[config.mk]
export PLATFORM = sky130hd
export DESIGN_NAME = scan_phase_seq
export DESIGN_NICKNAME = d
export VERILOG_FILES = /design/src/rtl/scan_phase_pkg.sv /design/src/rtl/phase_timer.sv /design/src/rtl/sync_status.sv /design/src/rtl/scan_phase_seq.sv
export SDC_FILE = /design/constraint.sdc
export NUM_CORES = 1
export LEC_CHECK = 0
export BUFFER_PORTS_ARGS = -buffer_cell sky130_fd_sc_hd__buf_4
export CAP_MARGIN = 20
export CELL_PAD_IN_SITES_DETAIL_PLACEMENT = 1
export CELL_PAD_IN_SITES_GLOBAL_PLACEMENT = 2
export CORE_UTILIZATION = 35
export CTS_CLUSTER_SIZE = 14
export DETAILED_ROUTE_END_ITERATION = 8
export PLACE_DENSITY = 0.82
export SLEW_MARGIN = 20
export SYNTH_ARGS = -nofsm -noshare
export SYNTH_HDL_FRONTEND = slang
export SYNTH_SLANG_ARGS = --single-unit
[constraint.sdc]
create_clock -name clk -period 5.6 [get_ports clk]
set_clock_uncertainty 0.05 [all_clocks]
set_input_delay 1.12 -clock clk [delete_from_list [all_inputs] [get_ports clk]]
set_output_delay 1.12 -clock clk [all_outputs]
set_load 0.005 [all_outputs]
[src/rtl/scan_phase_pkg.sv]
package scan_phase_pkg;

    typedef enum logic {
        PH_RENDER = 1'b0,
        PH_BLANK  = 1'b1
    } phase_e;

    typedef struct packed {
        logic start;
        logic stop;
    } edge_pulse_t;

    localparam int HS_MASK_BIT = 10;
    localparam int VS_MASK_BIT = 11;
    localparam int CLR_HS_BIT  = 0;
    localparam int CLR_VS_BIT  = 1;

    function automatic logic sticky_next(input logic cur, input logic clr, input logic set);
        return (cur && !clr) || set;
    endfunction

endpackage

[src/rtl/phase_timer.sv]
module phase_timer
    import scan_phase_pkg::*;
#(
    parameter int CW = 32,
    parameter int LW = 16
) (
    input  logic          clk,
    input  logic          rst,
    input  logic [CW-1:0] now,
    input  logic [LW-1:0] render_len,
    input  logic [LW-1:0] blank_len,
    input  logic          shift_en,
    input  logic [LW-1:0] shift_amt,
    output logic          blank_lvl,
    output edge_pulse_t   pulse_now,
    output edge_pulse_t   pulse_q
);
    localparam int PAD = CW - LW;

    logic [CW-1:0] bound_q, bound_d;
    phase_e        ph_q, ph_d;
    logic          hit;

    assign hit = (now == bound_q);

    always_comb begin
        bound_d   = bound_q;
        ph_d      = ph_q;
        pulse_now = '0;
        if (hit) begin
            if (ph_q == PH_RENDER) begin
                ph_d            = PH_BLANK;
                bound_d         = bound_q + {{PAD{1'b0}}, blank_len};
                pulse_now.start = 1'b1;
            end else begin
                ph_d           = PH_RENDER;
                bound_d        = bound_q + {{PAD{1'b0}}, render_len};
                pulse_now.stop = 1'b1;
            end
        end
        if (shift_en) begin
            bound_d = bound_d + {{PAD{1'b0}}, shift_amt};
        end
    end

    always_ff @(posedge clk) begin
        if (rst) begin
            bound_q <= {{PAD{1'b0}}, render_len};
            ph_q    <= PH_RENDER;
            pulse_q <= '0;
        end else begin
            bound_q <= bound_d;
            ph_q    <= ph_d;
            pulse_q <= pulse_now;
        end
    end

    assign blank_lvl = (ph_q == PH_BLANK);

    // strobes exclusive and tied to level changes
    assert_strobe_exclusive_R6: assert property (@(posedge clk) disable iff (rst)
        !(pulse_q.start && pulse_q.stop));
    assert_start_in_blank_R6: assert property (@(posedge clk) disable iff (rst)
        pulse_q.start |-> blank_lvl);
    assert_stop_in_render_R6: assert property (@(posedge clk) disable iff (rst)
        pulse_q.stop |-> !blank_lvl);
    assert_level_change_strobed_R6: assert property (@(posedge clk) disable iff (rst)
        (blank_lvl != $past(blank_lvl)) |-> (pulse_q.start || pulse_q.stop));

endmodule

[src/rtl/sync_status.sv]
module sync_status
    import scan_phase_pkg::*;
(
    input  logic clk,
    input  logic rst,
    input  logic set_i,
    input  logic clr_i,
    input  logic mask_i,
    output logic stat_o,
    output logic irq_o
);
    logic stat_q;
    logic irq_q;
    logic newly;

    assign newly = set_i && !stat_q;

    always_ff @(posedge clk) begin
        if (rst) begin
            stat_q <= 1'b0;
            irq_q  <= 1'b0;
        end else begin
            stat_q <= sticky_next(stat_q, clr_i, set_i);
            irq_q  <= newly && !mask_i;
        end
    end

    assign stat_o = stat_q;
    assign irq_o  = irq_q;

    // an interrupt only for a bit that was clear and unmasked
    assert_irq_only_new_R7: assert property (@(posedge clk) disable iff (rst)
        irq_o |-> (stat_o && !$past(stat_o)));
    assert_irq_unmasked_R8: assert property (@(posedge clk) disable iff (rst)
        irq_o |-> !$past(mask_i));
    // a status bit drops only after a clear, and rises only on a set
    assert_fall_needs_clear_R9: assert property (@(posedge clk) disable iff (rst)
        $fell(stat_o) |-> $past(clr_i));
    assert_rise_needs_set_R9: assert property (@(posedge clk) disable iff (rst)
        $rose(stat_o) |-> $past(set_i));

endmodule

[src/rtl/scan_phase_seq.sv]
module scan_phase_seq
    import scan_phase_pkg::*;
#(
    parameter int CW = 32,
    parameter int LW = 16,
    parameter int FW = 16,
    parameter int MW = 16
) (
    input  logic          clk,
    input  logic          rst,
    input  logic [LW-1:0] hrender_len,
    input  logic [LW-1:0] hblank_len,
    input  logic [LW-1:0] vrender_len,
    input  logic [LW-1:0] vblank_len,
    input  logic [LW-1:0] hsync_err,
    input  logic [MW-1:0] irq_mask,
    input  logic          stat_clr_we,
    input  logic [1:0]    stat_clr_bits,
    output logic          hblank,
    output logic          vblank,
    output logic          hblank_start,
    output logic          hblank_end,
    output logic          vblank_start,
    output logic          vblank_end,
    output logic          hsync_stat,
    output logic          vsync_stat,
    output logic          hsync_irq,
    output logic          vsync_irq,
    output logic [FW-1:0] frame_count
);
    logic [CW-1:0] now_q;
    edge_pulse_t   h_now, h_q, v_now, v_q;
    logic [FW-1:0] frame_q;

    always_ff @(posedge clk) begin
        if (rst) now_q <= '0;
        else     now_q <= now_q + 1'b1;
    end

    phase_timer #(.CW(CW), .LW(LW)) u_vert (
        .clk(clk), .rst(rst), .now(now_q),
        .render_len(vrender_len), .blank_len(vblank_len),
        .shift_en(1'b0), .shift_amt('0),
        .blank_lvl(vblank), .pulse_now(v_now), .pulse_q(v_q)
    );

    phase_timer #(.CW(CW), .LW(LW)) u_horz (
        .clk(clk), .rst(rst), .now(now_q),
        .render_len(hrender_len), .blank_len(hblank_len),
        .shift_en(v_now.start), .shift_amt(hsync_err),
        .blank_lvl(hblank), .pulse_now(h_now), .pulse_q(h_q)
    );

    sync_status u_hs (
        .clk(clk), .rst(rst), .set_i(h_now.stop),
        .clr_i(stat_clr_we && stat_clr_bits[CLR_HS_BIT]),
        .mask_i(irq_mask[HS_MASK_BIT]),
        .stat_o(hsync_stat), .irq_o(hsync_irq)
    );

    sync_status u_vs (
        .clk(clk), .rst(rst), .set_i(v_now.start),
        .clr_i(stat_clr_we && stat_clr_bits[CLR_VS_BIT]),
        .mask_i(irq_mask[VS_MASK_BIT]),
        .stat_o(vsync_stat), .irq_o(vsync_irq)
    );

    always_ff @(posedge clk) begin
        if (rst)             frame_q <= '0;
        else if (v_now.stop) frame_q <= frame_q + 1'b1;
    end

    assign frame_count  = frame_q;
    assign hblank_start = h_q.start;
    assign hblank_end   = h_q.stop;
    assign vblank_start = v_q.start;
    assign vblank_end   = v_q.stop;

    // frame count moves only with the vertical blank end strobe
    assert_frame_with_vend_R10: assert property (@(posedge clk) disable iff (rst)
        (frame_count != $past(frame_count)) |-> vblank_end);
    // horizontal status rises only with the horizontal blank end strobe
    assert_hs_rise_at_hend_R8: assert property (@(posedge clk) disable iff (rst)
        $rose(hsync_stat) |-> hblank_end);
    // vertical status rises only with the vertical blank start strobe
    assert_vs_rise_at_vstart_R7: assert property (@(posedge clk) disable iff (rst)
        $rose(vsync_stat) |-> vblank_start);

endmodule

# --- Word level (Yosys, flattened, before mapping) ---
# Cells that the tools add are included.
# W data, S select, Z words.
totals:
  word_cells: 57
  latch_bits: 0
  register_bits: 122
  out_inout_bits: 26
  ram_bits: 0
  romBits: 0
  memories: 0
op_classes:
  eq_ne: 2
  n_addsub: 7
  magnitude_cmp: 0
  div_mod_pow: 0
  n_reduce_logical: 18
  n_mux: 13
  mul: 0
  shift: 0
  bitwise: 1
op_table:
  columns: ["op", "n"]
  rows:
  - ["$add A32 B16 Y32", 5]
  - ["$mux W32", 4]
  - ["$eq A32 B32 Y1", 2]
  - ["$mux W16", 3]
  - ["$add A32 B1 Y32 const B", 1]
  - ["$add A16 B1 Y16 const B", 1]
  - ["$logic_and A1 B1 Y1", 8]
  - ["$logic_not A1 Y1", 6]
  - ["$mux W1", 5]
  - ["$logic_or A1 B1 Y1", 2]
  - ["$mux W2", 1]
  - ["$reduce_bool A2 Y1", 1]
  - ["$reduce_or A2 Y1", 1]
  - ["$not A1 Y1", 1]

# --- Longest topological paths before layout ---
# Gate-level depths: netlist of run 1.
depth:
  ltp_word: 6
  mapped_depth: 20
  depth_no_buf: 19

# --- Hierarchy ---
# Synthesis of run 1 repeated with hierarchy kept, for this count alone.
unflattened:
  cells_unflattened: 1438
  area_unflattened_um2: 11300.8
modules_own_cells:
  columns: ["mod", "cells_each", "instances", "area_per_inst_um2", "seq_area_each_um2"]
  rows:
  - ["phase_timer at u_vert", 613, 1, 4614.4, 700.7]
  - ["phase_timer at u_horz", 563, 1, 4302.9, 700.7]
  - ["scan_phase_seq", 250, 1, 2248.4, 960.9]
  - ["sync_status", 6, 2, 67.6, 40.0]

# --- Worst setup path after synthesis of run 1 ---
# No wires, ideal clock.
synth_timing:
  kind: "in2reg"
  startpoint: "input port hrender_len[0]"
  endpoint: "register u_horz.bound_q[27]"
  path_slack_ns: 0.392
  setup_ns: 0.069
  path_stages: 19
  arrival_ns: 5.090
  path_cell_list: "mux2_2 > ha_1 > fa_1 > a211oi_1 > nor2_1 > o21a_1 > nor3_1 > nor2_1 > a22o_1 > ha_1 > a21o_1 > a21oi_1 > a41oi_1 > o21ai_0 > nand2b_1 > a221oi_1 > nor2_1 > a311o_1 > o21ai_1"
synth_via:
  elab_chain_cells: 5
synth_rtl:
  columns: ["element", "line_no", "rtl"]
  rows:
  - ["start, declared", "scan_phase_seq.sv:11", "input logic [LW-1:0] hrender_len,"]
  - ["$add A32 B16 Y32 *", "phase_timer.sv:37", "bound_d = bound_q + {{PAD{1'b0}}, render_len};"]
  - ["$mux W32 *", "phase_timer.sv:31", "if (ph_q == PH_RENDER) begin"]
  - ["$mux W32 *", "phase_timer.sv:30", "if (hit) begin"]
  - ["$add A32 B16 Y32", "phase_timer.sv:42", "bound_d = bound_d + {{PAD{1'b0}}, shift_amt};"]
  - ["$mux W32 *", "phase_timer.sv:41", "if (shift_en) begin"]
  - ["end signal, assigned", "phase_timer.sv:48", "bound_q <= {{PAD{1'b0}}, render_len};"]
  - ["end signal, assigned", "phase_timer.sv:52", "bound_q <= bound_d;"]
  - ["end, declared", "phase_timer.sv:20", "logic [CW-1:0] bound_q, bound_d;"]
# Every way passes the cells marked *; elsewhere a longest branch is shown, timed or not.
# A chain may end at the register's enable or synchronous reset.

# --- Final worst setup path of run 1 ---
layout_timing:
  startpoint: "input port hrender_len[0]"
  endpoint: "register u_horz.bound_q[24]"
# Same word-level chain as after synthesis.

==> summary.txt, run 1 <==
Floorplanning
  • Rows: between 50 and 60
  • Die Wd: approximately 160 um
  • Number of top-level pins: 127
  • Initial Util: 0.356
  • Core area: around 26,000 um2
  • Die span in y: 164 um
  • Die ar.: ~27,000 um2

Flow run
  • # Max-Cap Violations: 0

STA
  • Final hold violations: 0
  • F_max: roughly 190 MHz
  • Final setup viols: 0
  • RSZ-0062 raised after global routing: no
  • Measured slew at the worst slew-check pin: 0.838 ns
  • Final critical-path required period: 5.30 ns
  • Setup tns final: 0 ns
  • Slew Limit Headroom: 0.439
  • Final Max Slew Viols: 0
  • Crit share post-route: 0.947

CTS
  • Clock Sinks: 122
  • CTS Buf Count: 17
  • Number of gates resized after cts: 0
  • Clock tree buffer depth: 2
  • Clock-pin slew on the worst setup and hold paths: 0.06 ns
  • Postcts setup bufs: 0
  • H-tree level count: 4
  • Worst skew pair latency: ~0.43 ns
  • Cts hold-fix bufs: 0
  • CTS tree: built
  • Root Buffer Master: clkbuf_16

Routing
  • WL/cell: 17.6 um
  • Total wire length: 27.9 mm
  • Drt first-iter violations: approximately 330
  • Via density: between 5 and 6
  • DRT Pass-1 Iters: 5
  • DRC viols: 0
  • Post-DRT Antenna Nets: 0
  • Vias: between 8,000 and 9,000

Critical path
  • Slowest CP cell: fa_1
  • CP top delay family: compound AO/OA/AOI/OAI gates
  • CP Launch Type: input port
  • WP data arrival: about 5.6 ns
  • Crit path buf inv count: 2
  • Critical path class: in2reg
  • Crit-path cells: buf_4 > mux2_2 > ha_1 > fa_1 > a211oi_1 > nor2_1 > o21a_1 > nor3_1 > nor2_1 > a22o_1 > ha_1 > nor3_1 > o2111ai_1 > a31o_2 > a21o_1 > and3_1 > o32ai_1 > buf_4 > nand2b_1 > nor4b_4 > mux2_1
  • CP Data Required Time: between 5 and 6 ns
  • CP max stage delay: 0.41 ns
  • Crit-path max FO: 4
  • CP Capture Type: flip-flop

GRT
  • GRT overflow: 0
  • GRT Total Usage: 0.213
  • First-pass GRT wire length: between 40 and 50 mm
  • Vias in the first global route: between 8,000 and 9,000
  • Pin count of the biggest net entering global routing: 52
  • Initial antenna violation count: 0

Synth
  • Share of synthesized registers carrying an async set or reset: 0
  • Syn Area/Cell: between 8 and 9 um2
  • Synth cell types: 74
  • Dominant cell by count in the synthesized netlist: xor2_1
  • Post-Syn Nets: about 1,300
  • Synthesized area: ~9000 um2
  • Seq/Total Area, Yosys: 0.282
  • Ys flop type: dfxtp_1
  • EDFF count, synth: 16
  • Top cells by area, synth: dfxtp_1 (23%), xor2_1 (11%), ha_1 (7.0%)
  • Yosys top cell by area: dfxtp_1
  • Synth Warn #: 0
  • Yosys top cell area share: 0.230
  • Synthesized netlist cell count: 1,127
  • Synth Register Bits: 122
  • Top cells by count, synth: xor2_1 (113), nor2_1 (112), dfxtp_1 (106)

Final layout
  • Nets: roughly 1,400
  • Ratio of cells with drive above 1 in the final layout: 0.187
  • Non-filler cells, final: ~1,600
  • Fillers: ~3,100
  • Area grow syn2layout: 19.8%
  • Final Cell Area: between 10,000 and 15,000 um2
  • Util after Layout: 0.426

Place
  • Placed cell area: 10,500 um2
  • Final Wtd Congestion: roughly 0.83
  • Number of I/O port buffers: 112
  • Dpl cells: 1,552
  • Placed wire-length estimate: about 22 mm

Status
  • Status: completed

Power
  • Static Leak: between 4 and 5 nW
  • Power density cells: between 200 and 250 nW/um2
  • Worst vdd ir: between 0.15 and 0.2 mV

Worst hold path
  • Worst hold path class: reg2reg
==> worst reg2reg max path, cell delays in order (launching register included) <==
cell       delay [ns]
dfxtp_1          0.54
mux2_2           0.40
ha_1             0.21
fa_1             0.41
a211oi_1         0.22
nor2_1           0.13
o21a_1           0.20
nor3_1           0.17
nor2_1           0.07
a22o_1           0.23
ha_1             0.23
nor3_1           0.21
o2111ai_1        0.20
a31o_2           0.29
a21o_1           0.24
and3_1           0.20
o32ai_1          0.33
buf_4            0.20
nand2b_1         0.15
nor4b_4          0.05
mux2_1           0.31
==> routing by layer <==
layer / GRT usage / wire (um)
met1: 0.290 / 13700
met2: 0.355 / 13000
met3: 0.0279 / 834
met4: 0.0538 / 318
met5: 0 / 0
==> metrics by stage <==
step	hold slack (ns)	power, mW	setup slack, ns
after detailed placement	0.400	1.58	-0.105
after floorplan	0.393	1.37	0.392
after global routing	0.425	2.79	0.0561
after CTS	0.410	2.68	0.315
final	0.404	2.65	0.298
after global placement	0.397	1.56	-0.0175
==> state kept, by name, summed over array words and instances (netlist names) <==
name              cells
u_vert.blank_lvl      1
u_vs.stat_o           1
u_vert.pulse_q        2
u_hs.stat_o           1
u_vert.bound_q       32
now_q                32
u_horz.pulse_q        2
frame_count          16
u_horz.blank_lvl      1
u_horz.bound_q       32
u_vs.irq_o            1
u_hs.irq_o            1
==> placed cells by master (no fill, tap or decap), drive strengths merged, types with 11 or more instances in the layout <==
cell / n
a21oi: 60
o21ai: 62
mux2: 36
mux2i: 11
inv: 46
dfxtp: 106
a21o: 15
nor2: 112
nand4: 29
or3: 19
a31oi: 11
a211oi: 13
nor4: 26
nor3: 19
and2: 11
edfxtp: 16
nand2: 105
and3: 24
and4: 12
xnor2: 43
xor2: 113
buf: 142
clkbuf: 17
nand3: 33
ha: 52
o31ai: 11
==> area by class of cell <==
type / count / area (um2) / share of cell area
Clock inverter: 15 / 144 / 0.0130
Clock buffer: 17 / 425 / 0.0384
Multi-Input combinational cell: 919 / 6280 / 0.568
Antenna cell: 1 / 2.50 / 0.000226
Sequential cell: 122 / 2600 / 0.235
Timing Repair Buffer: 142 / 1070 / 0.0963
Tap cell: 335 / 419 / 0.0379
Inverter: 34 / 128 / 0.0115
==> report_power, final <==
group | switching [mW] | leakage [nW] | internal [mW] | total, mW
sequential | 0.0341 | 1.02 | 0.921 | 0.955
combinational | 0.330 | 3.47 | 0.274 | 0.604
clock | 0.498 | 0.279 | 0.594 | 1.09
total | 0.862 | 4.77 | 1.79 | 2.65
==> worst paths after layout <==
path              depth (start not counted)                            end                          start  slack, ns
setup / recovery                         21  u_horz.bound_q[24]$_SDFF_PP0_                 hrender_len[0]       0.30
hold / removal                            1          u_hs.irq_o$_SDFF_PP0_         u_hs.stat_o$_SDFF_PP0_       0.40
setup reg to reg                         20  u_horz.bound_q[24]$_SDFF_PP0_  u_horz.blank_lvl$_SDFFE_PP0N_       0.43
hold reg to reg                           1          u_hs.irq_o$_SDFF_PP0_         u_hs.stat_o$_SDFF_PP0_       0.40
==> cell families (layout without fill, tap and decap cells) <==
family,count (synthesis),count (layout),share of synthesized area
flip-flops,122,122,0.282
multiplexers,47,47,0.0558
AND/OR/NAND/NOR,420,420,0.230
buffers and inverters,86,208,0.0383
AO/OA/AOI/OAI,241,241,0.169
adder cells (fa/ha/maj),55,55,0.0769
other,0,1,0
XOR/XNOR,156,156,0.148
(Power assumes the default switching activity.)
==> run 2, diff against run 1 <==
--- a/config.mk
+++ b/config.mk
@@ -5,14 +5,15 @@
 export SDC_FILE = /design/constraint.sdc
 export NUM_CORES = 1
 export LEC_CHECK = 0
+export ABC_AREA = 1
 export BUFFER_PORTS_ARGS = -buffer_cell sky130_fd_sc_hd__buf_4
 export CAP_MARGIN = 20
 export CELL_PAD_IN_SITES_DETAIL_PLACEMENT = 1
 export CELL_PAD_IN_SITES_GLOBAL_PLACEMENT = 2
-export CORE_UTILIZATION = 35
+export CORE_UTILIZATION = 32
 export CTS_CLUSTER_SIZE = 14
 export DETAILED_ROUTE_END_ITERATION = 8
-export PLACE_DENSITY = 0.82
+export PLACE_DENSITY = 0.84
 export SLEW_MARGIN = 20
 export SYNTH_ARGS = -nofsm -noshare
 export SYNTH_HDL_FRONTEND = slang
==> run 2 against run 1 <==
  * Design area increased by 11%
  * First-iteration DRC count increased by 56%
  * Final cell count is 44% higher
  * Via count increased by 32%
  * Power up 1.1%
  * Wire length up 32%
  * Largest cell class unchanged
  * Largest power group unchanged
  * Highest routed layer unchanged
==> summary.txt, run 2 <==
Critical path
  • Origin of the worst setup path: u_horz.blank_lvl$_SDFFE_PP0N_
  • Crit-path max FO: 17
  • WP data arrival: 5.23 ns
  • Worst reg2reg path startpoint: u_horz.blank_lvl$_SDFFE_PP0N_
  • Critical path class: reg2reg
  • CP Data Required Time: between 5 and 6 ns
  • CP Launch Type: flip-flop
  • CP Capture Type: flip-flop

GRT
  • Initial antenna violation count: 0
  • Pin count of the biggest net entering global routing: 48
  • First-pass GRT wire length: 59.2 mm
  • GRT Total Usage: 0.225
  • GRT overflow: 0
  • Vias in the first global route: about 12,000

Synth
  • Post-Syn Nets: 1,902
  • Ys flop type: dfxtp_1
  • Yosys top cell by area: nand2_1
  • Yosys top cell area share: 0.204
  • Share of synthesized registers carrying an async set or reset: 0
  • Seq/Total Area, Yosys: 0.249
  • Top cells by count, synth: nand2_1 (570), inv_1 (224), nor2_1 (159)
  • Synth Warn #: 0
  • Syn Area/Cell: roughly 6 um2
  • Synth cell types: 53
  • Top cells by area, synth: nand2_1 (20%), dfxtp_1 (20%), inv_1 (8.0%)
  • Synth Register Bits: between 100 and 150
  • Synthesized netlist cell count: approximately 1,700
  • EDFF count, synth: 16
  • Dominant cell by count in the synthesized netlist: nand2_1
  • Synthesized area: 10,500 um2

Routing
  • WL/cell: 16.0 um
  • Vias: between 10,000 and 15,000
  • DRC viols: 0
  • Drt first-iter violations: between 500 and 600
  • Post-DRT Antenna Nets: 0
  • Via density: slightly below 5
  • DRT Pass-1 Iters: 5
  • Total wire length: about 37 mm

STA
  • Final Max Slew Viols: 0
  • Final setup viols: 0
  • Worst hold margin: approximately 0.40 ns
  • Measured slew at the worst slew-check pin: just over 0.8 ns
  • Slew Limit Headroom: 0.452
  • RSZ-0062 raised after global routing: no
  • Crit share post-route: 0.886
  • Final critical-path required period: just under 5 ns
  • Final hold violations: 0
  • Setup tns final: 0 ns
  • F_max: about 200 MHz

CTS
  • Worst skew pair latency: between 0.4 and 0.5 ns
  • Postcts setup bufs: 0
  • CTS Buf Count: 17
  • Clock Sinks: 122
  • Root Buffer Master: clkbuf_16
  • H-tree level count: 4
  • Clock-pin slew on the worst setup and hold paths: about 0.06 ns
  • Number of gates resized after cts: 0
  • Cts hold-fix bufs: 0
  • CTS tree: built
  • Clock tree buffer depth: 2

Place
  • Final Wtd Congestion: roughly 0.87
  • Placed wire-length estimate: roughly 29 mm
  • Number of I/O port buffers: about 110

Power
  • Power density cells: 218 nW/um2
  • Combinational Power Share: 0.219
  • Worst vdd ir: 0.179 mV
  • Switch share: 0.315
  • Switching pwr: between 0.8 and 0.9 mW
  • Static Leak: around 5.7 nW
  • Clock share of power: 0.426
  • Flop pwr share: 0.355
  • Int Power: ~1.8 mW

Status
  • Status: completed

Final layout
  • Ant diodes: 0
  • Area grow syn2layout: 17.3%
  • Ratio of cells with drive above 1 in the final layout: 0.121
  • Area of the multi-input gates: roughly 6800 um2
  • Commonest non-fill, non-tap cells in the layout: nand2_1 (570), inv_1 (223), nor2_1 (159)
  • Biggest regs: now_q: 32 flops, u_horz.bound_q: 32 flops, u_vert.bound_q: 32 flops
  • Commonest non-fill, non-tap cell in the layout: nand2_1
  • Register area: about 2600 um2
  • Fillers: approximately 4,300
  • Nets: around 2,000

Floorplanning
  • Die Wd: roughly 180 um
  • Die ar.: between 30,000 and 40,000 um2
  • Core area: 31,900 um2
  • Die span in y: between 150 and 200 um
  • Initial Util: 0.328
  • Rows: between 60 and 70
  • Number of top-level pins: 127

Worst hold path
  • HP Start: u_hs.stat_o$_SDFF_PP0_
  • Worst hold path class: reg2reg

Flow run
  • # Max-Cap Violations: 0
[run 2: final timing paths]
| kind | slack, ns | depth (start not counted) | endpoint |
|---|---|---|---|
| setup / recovery | 0.64 | 26 | u_horz.bound_q[26]$_SDFF_PP0_ |
| hold / removal | 0.40 | 1 | u_hs.irq_o$_SDFF_PP0_ |
| setup reg to reg | 0.64 | 26 | u_horz.bound_q[26]$_SDFF_PP0_ |
| hold reg to reg | 0.40 | 1 | u_hs.irq_o$_SDFF_PP0_ |
[run 2: cells by family after synthesis]
group / share of synthesized area
buf+inv: 0.105
fa+ha+maj: 0.0679
simple gates: 0.396
flops: 0.249
compound gates: 0.139
xor+xnor: 0.0427
[run 2: metal layers]
layer | vias up | global-route usage | routed length, um | share of wire
met4 | 0 | 0.0667 | 696 | 0.019
met5 | - | 0 | 0 | 0
li1 | 5821 | - | - | -
met1 | 5336 | 0.303 | 18000 | 0.49
met2 | 180 | 0.378 | 16900 | 0.46
met3 | 46 | 0.0250 | 1100 | 0.030
[run 2: final cells by class]
cell class	count	area share
clock inverters	11	0.00977
clock buffers	21	0.0383
inverters	241	0.0736
well taps	435	0.0443
multi-input cells	1343	0.551
flip-flops and latches	122	0.212
repair buffers	117	0.0715
[run 2: power groups by stage]
stage / sequential (mW) / clock, mW / combinational [mW]
detailed placement: 0.971 / 0 / 0.585
finish: 0.952 / 1.14 / 0.587
CTS: 0.952 / 1.16 / 0.590
global route: 0.955 / 1.20 / 0.670
global placement: 0.970 / 0 / 0.572
floorplan: 0.953 / 0 / 0.407
[run 2: worst max-delay path, stage by stage (launching register included)]
cell,delay (ns)
dfxtp_1,0.33
clkinv_1,0.44
nand2_1,0.20
nand2_1,0.09
ha_1,0.25
fa_1,0.46
nand3_1,0.10
nand3_1,0.17
nand2_1,0.10
nand2_1,0.13
nand2_1,0.09
nand2_1,0.09
xor2_1,0.15
o21ai_0,0.21
inv_1,0.12
ha_1,0.38
nand2_1,0.07
nor2_1,0.15
nand4_1,0.10
o21ai_0,0.36
nand2_1,0.09
nand2_1,0.18
nand2_1,0.14
nor2_4,0.19
nand3_1,0.09
nand2_1,0.08
nor2_1,0.05
[run 2: through the flow]
stage	power, mW	cells	util	instance area (um2)	worst slack (ns)
2_1_floorplan	1.36	1746	-	10500	1.43
3_3_place_gp	1.54	2258	0.367	11700	0.438
3_5_place_dp	1.56	2258	0.367	11700	0.322
4_1_cts	2.71	2290	0.385	12300	0.584
5_1_grt	2.83	2290	0.385	12300	0.203
6_report	2.68	2290	0.385	12300	0.639
==> run 3, diff against run 2 <==
--- a/config.mk
+++ b/config.mk
@@ -11,10 +11,11 @@
 export CELL_PAD_IN_SITES_DETAIL_PLACEMENT = 1
 export CELL_PAD_IN_SITES_GLOBAL_PLACEMENT = 2
 export CORE_UTILIZATION = 32
+export CTS_BUF_LIST = sky130_fd_sc_hd__clkbuf_4 sky130_fd_sc_hd__clkbuf_8
 export CTS_CLUSTER_SIZE = 14
 export DETAILED_ROUTE_END_ITERATION = 8
 export PLACE_DENSITY = 0.84
-export SLEW_MARGIN = 20
+export SLEW_MARGIN = 40
 export SYNTH_ARGS = -nofsm -noshare
 export SYNTH_HDL_FRONTEND = slang
 export SYNTH_SLANG_ARGS = --single-unit
==> constraint.sdc (replaced) <==
create_clock -name clk -period 5.7 [get_ports clk]
set_clock_uncertainty 0.05 [all_clocks]
set_input_delay 1.14 -clock clk [delete_from_list [all_inputs] [get_ports clk]]
set_output_delay 1.14 -clock clk [all_outputs]
set_load 0.005 [all_outputs]
==> run 3 against run 2 <==
  * Clock power fell by 25%
  * Die area is the same
  * Largest cell class unchanged
  * Maximum frequency rose by 0.64%
  * Via count increased by 0.28%
  * Critical path depth fell by 1
  * Design area decreased by 1.5%
==> summary.txt, run 3 (synthesis results as in run 2) <==
Status
  • Status: completed

STA
  • Final critical-path required period: 4.93 ns
  • Final setup viols: 0
  • F_max: 203 MHz
  • Final hold violations: 0
  • Crit share post-route: 0.865
  • Setup tns final: 0 ns
  • Measured slew at the worst slew-check pin: just under 0.8 ns
  • Slew Limit Headroom: 0.477
  • RSZ-0062 raised after global routing: no
  • Final Max Slew Viols: 0

CTS
  • CTS Buf Count: 17
  • Clock Sinks: around 120
  • Clock tree buffer depth: 2
  • Number of gates resized after cts: 0
  • Worst skew pair latency: 0.48 ns
  • Root Buffer Master: clkbuf_8
  • Postcts setup bufs: 0
  • CTS tree: built
  • Clock-pin slew on the worst setup and hold paths: approximately 0.08 ns
  • Cts hold-fix bufs: 0
  • H-tree level count: 4

Final layout
  • Ratio of cells with drive above 1 in the final layout: 0.121
  • Util after Layout: 0.380
  • Commonest non-fill, non-tap cell in the layout: nand2_1
  • Biggest regs: now_q: 32 flops, u_horz.bound_q: 32 flops, u_vert.bound_q: 32 flops
  • Fillers: approximately 4,300
  • Nets: between 1,500 and 2,000
  • Area grow syn2layout: 15.6%
  • Commonest non-fill, non-tap cells in the layout: nand2_1 (570), inv_1 (222), nor2_1 (159)
  • Ant diodes: 0
  • Non-filler cells, final: about 2,300

Critical path
  • CP Launch Type: flip-flop
  • Reg2reg path depth: 25
  • Worst reg2reg path startpoint: u_horz.blank_lvl$_SDFFE_PP0N_
  • WP data arrival: roughly 5.3 ns
  • Reg2reg setup slack: slightly below 0.8 ns
  • CP Data Required Time: slightly above 6 ns
  • Crit path capture: u_horz.bound_q[18]$_SDFF_PP0_
  • CP most frequent cell: nand2_1
  • Critical path class: reg2reg
  • Crit-path max FO: 17
  • CP max stage delay: 0.45 ns
  • Slowest CP cell: fa_1
  • Reg2reg end: u_horz.bound_q[18]$_SDFF_PP0_
  • CP Capture Type: flip-flop
  • Origin of the worst setup path: u_horz.blank_lvl$_SDFFE_PP0N_

Power
  • Power density cells: about 200 nW/um2
  • Static Leak: 5.57 nW
  • Total Power: 2.37 mW
  • Worst vdd ir: roughly 0.14 mV

Routing
  • Total wire length: approximately 36 mm
  • WL/cell: 15.8 um
  • Met1 wire length: around 18 mm
  • Post-DRT Antenna Nets: 0
  • Via density: around 5
  • Vias: between 10,000 and 15,000
  • Wire length on met3: approximately 990 um
  • DRT Pass-1 Iters: 5
  • Uppermost layer routed: met4
  • Drt first-iter violations: between 400 and 500
  • Met2 Wirelength: 16.8 mm
  • DRC viols: 0

GRT
  • Vias in the first global route: between 10,000 and 15,000
  • GRT overflow: 0
  • Initial antenna violation count: 0
  • First-pass GRT wire length: approximately 59 mm
  • GRT Total Usage: 0.222
  • Pin count of the biggest net entering global routing: 49

Flow run
  • # Max-Cap Violations: 0

Place
  • Number of I/O port buffers: between 100 and 150
  • Placed wire-length estimate: a little under 30 mm
  • Final Wtd Congestion: slightly below 0.9
  • Dpl cells: around 2,300

Floorplanning
  • Die span in y: 183 um
  • Number of top-level pins: ~130
  • Rows: between 60 and 70
  • Die ar.: ~33,000 um2
  • Initial Util: 0.328
  • Core area: 31,900 um2
  • Die Wd: 183 um

Worst hold path
  • Worst hold path class: reg2reg
[run 3: changes by cell type in the layout (fill, tap and decap cells not counted), sizes merged]
cell,delta
buf,-1
inv,+1
bufinv,+1
clkbuf,-3
clkinv,+1
[run 3: worst max-delay path: cells and delay by family (launching register included)]
family                     cells  cell delay (ns)
AOI/OAI and AO/OA              4             0.81
xor gates and xnor gates       1             0.15
adders and majority gates      3             1.08
buffers and inverters          2             0.55
DFF                            1             0.34
and+or+nand+nor               15             1.87
[run 3: area by class of cell]
type                       count  area, um2  area share
multi-input combinational   1343       6770       0.559
timing repair buffer         116        871      0.0719
tap                          435        544      0.0450
clock buffer                  18        241      0.0200
sequential                   122       2600       0.215
clock inverter                14        170      0.0141
inverter                     241        906      0.0748
[run 3: worst min path at each step]
stage / start / endpoint / cells past startpoint
finish: u_vs.stat_o$_SDFF_PP0_ / u_vs.irq_o$_SDFF_PP0_ / 1
global route: u_hs.stat_o$_SDFF_PP0_ / u_hs.irq_o$_SDFF_PP0_ / 1
CTS: u_vs.stat_o$_SDFF_PP0_ / u_vs.irq_o$_SDFF_PP0_ / 1
detailed placement: u_vs.stat_o$_SDFF_PP0_ / u_vs.irq_o$_SDFF_PP0_ / 1
global placement: u_vs.stat_o$_SDFF_PP0_ / u_vs.irq_o$_SDFF_PP0_ / 1
floorplan: u_hs.stat_o$_SDFF_PP0_ / u_hs.irq_o$_SDFF_PP0_ / 1
[run 3: stage by stage]
| step | setup slack (ns) | hold WS [ns] | cell area, um2 |
|---|---|---|---|
| 6_report | 0.771 | 0.408 | 12100 |
| 3_5_place_dp | 0.437 | 0.396 | 11700 |
| 5_1_grt | 0.346 | 0.427 | 12100 |
| 3_3_place_gp | 0.523 | 0.389 | 11700 |
| 4_1_cts | 0.723 | 0.409 | 12100 |
| 2_1_floorplan | 1.51 | 0.393 | 10500 |
[run 3: metal layers]
layer	up-vias	GRT usage
li1	5800	-
met1	5421	0.294
met2	157	0.383
met3	37	0.0244
met4	0	0.0583
met5	-	0
[run 3: report_power, final]
part	internal, mW	switching (mW)
Sequential	0.900	0.0348
Combinational	0.226	0.352
Clock	0.439	0.416
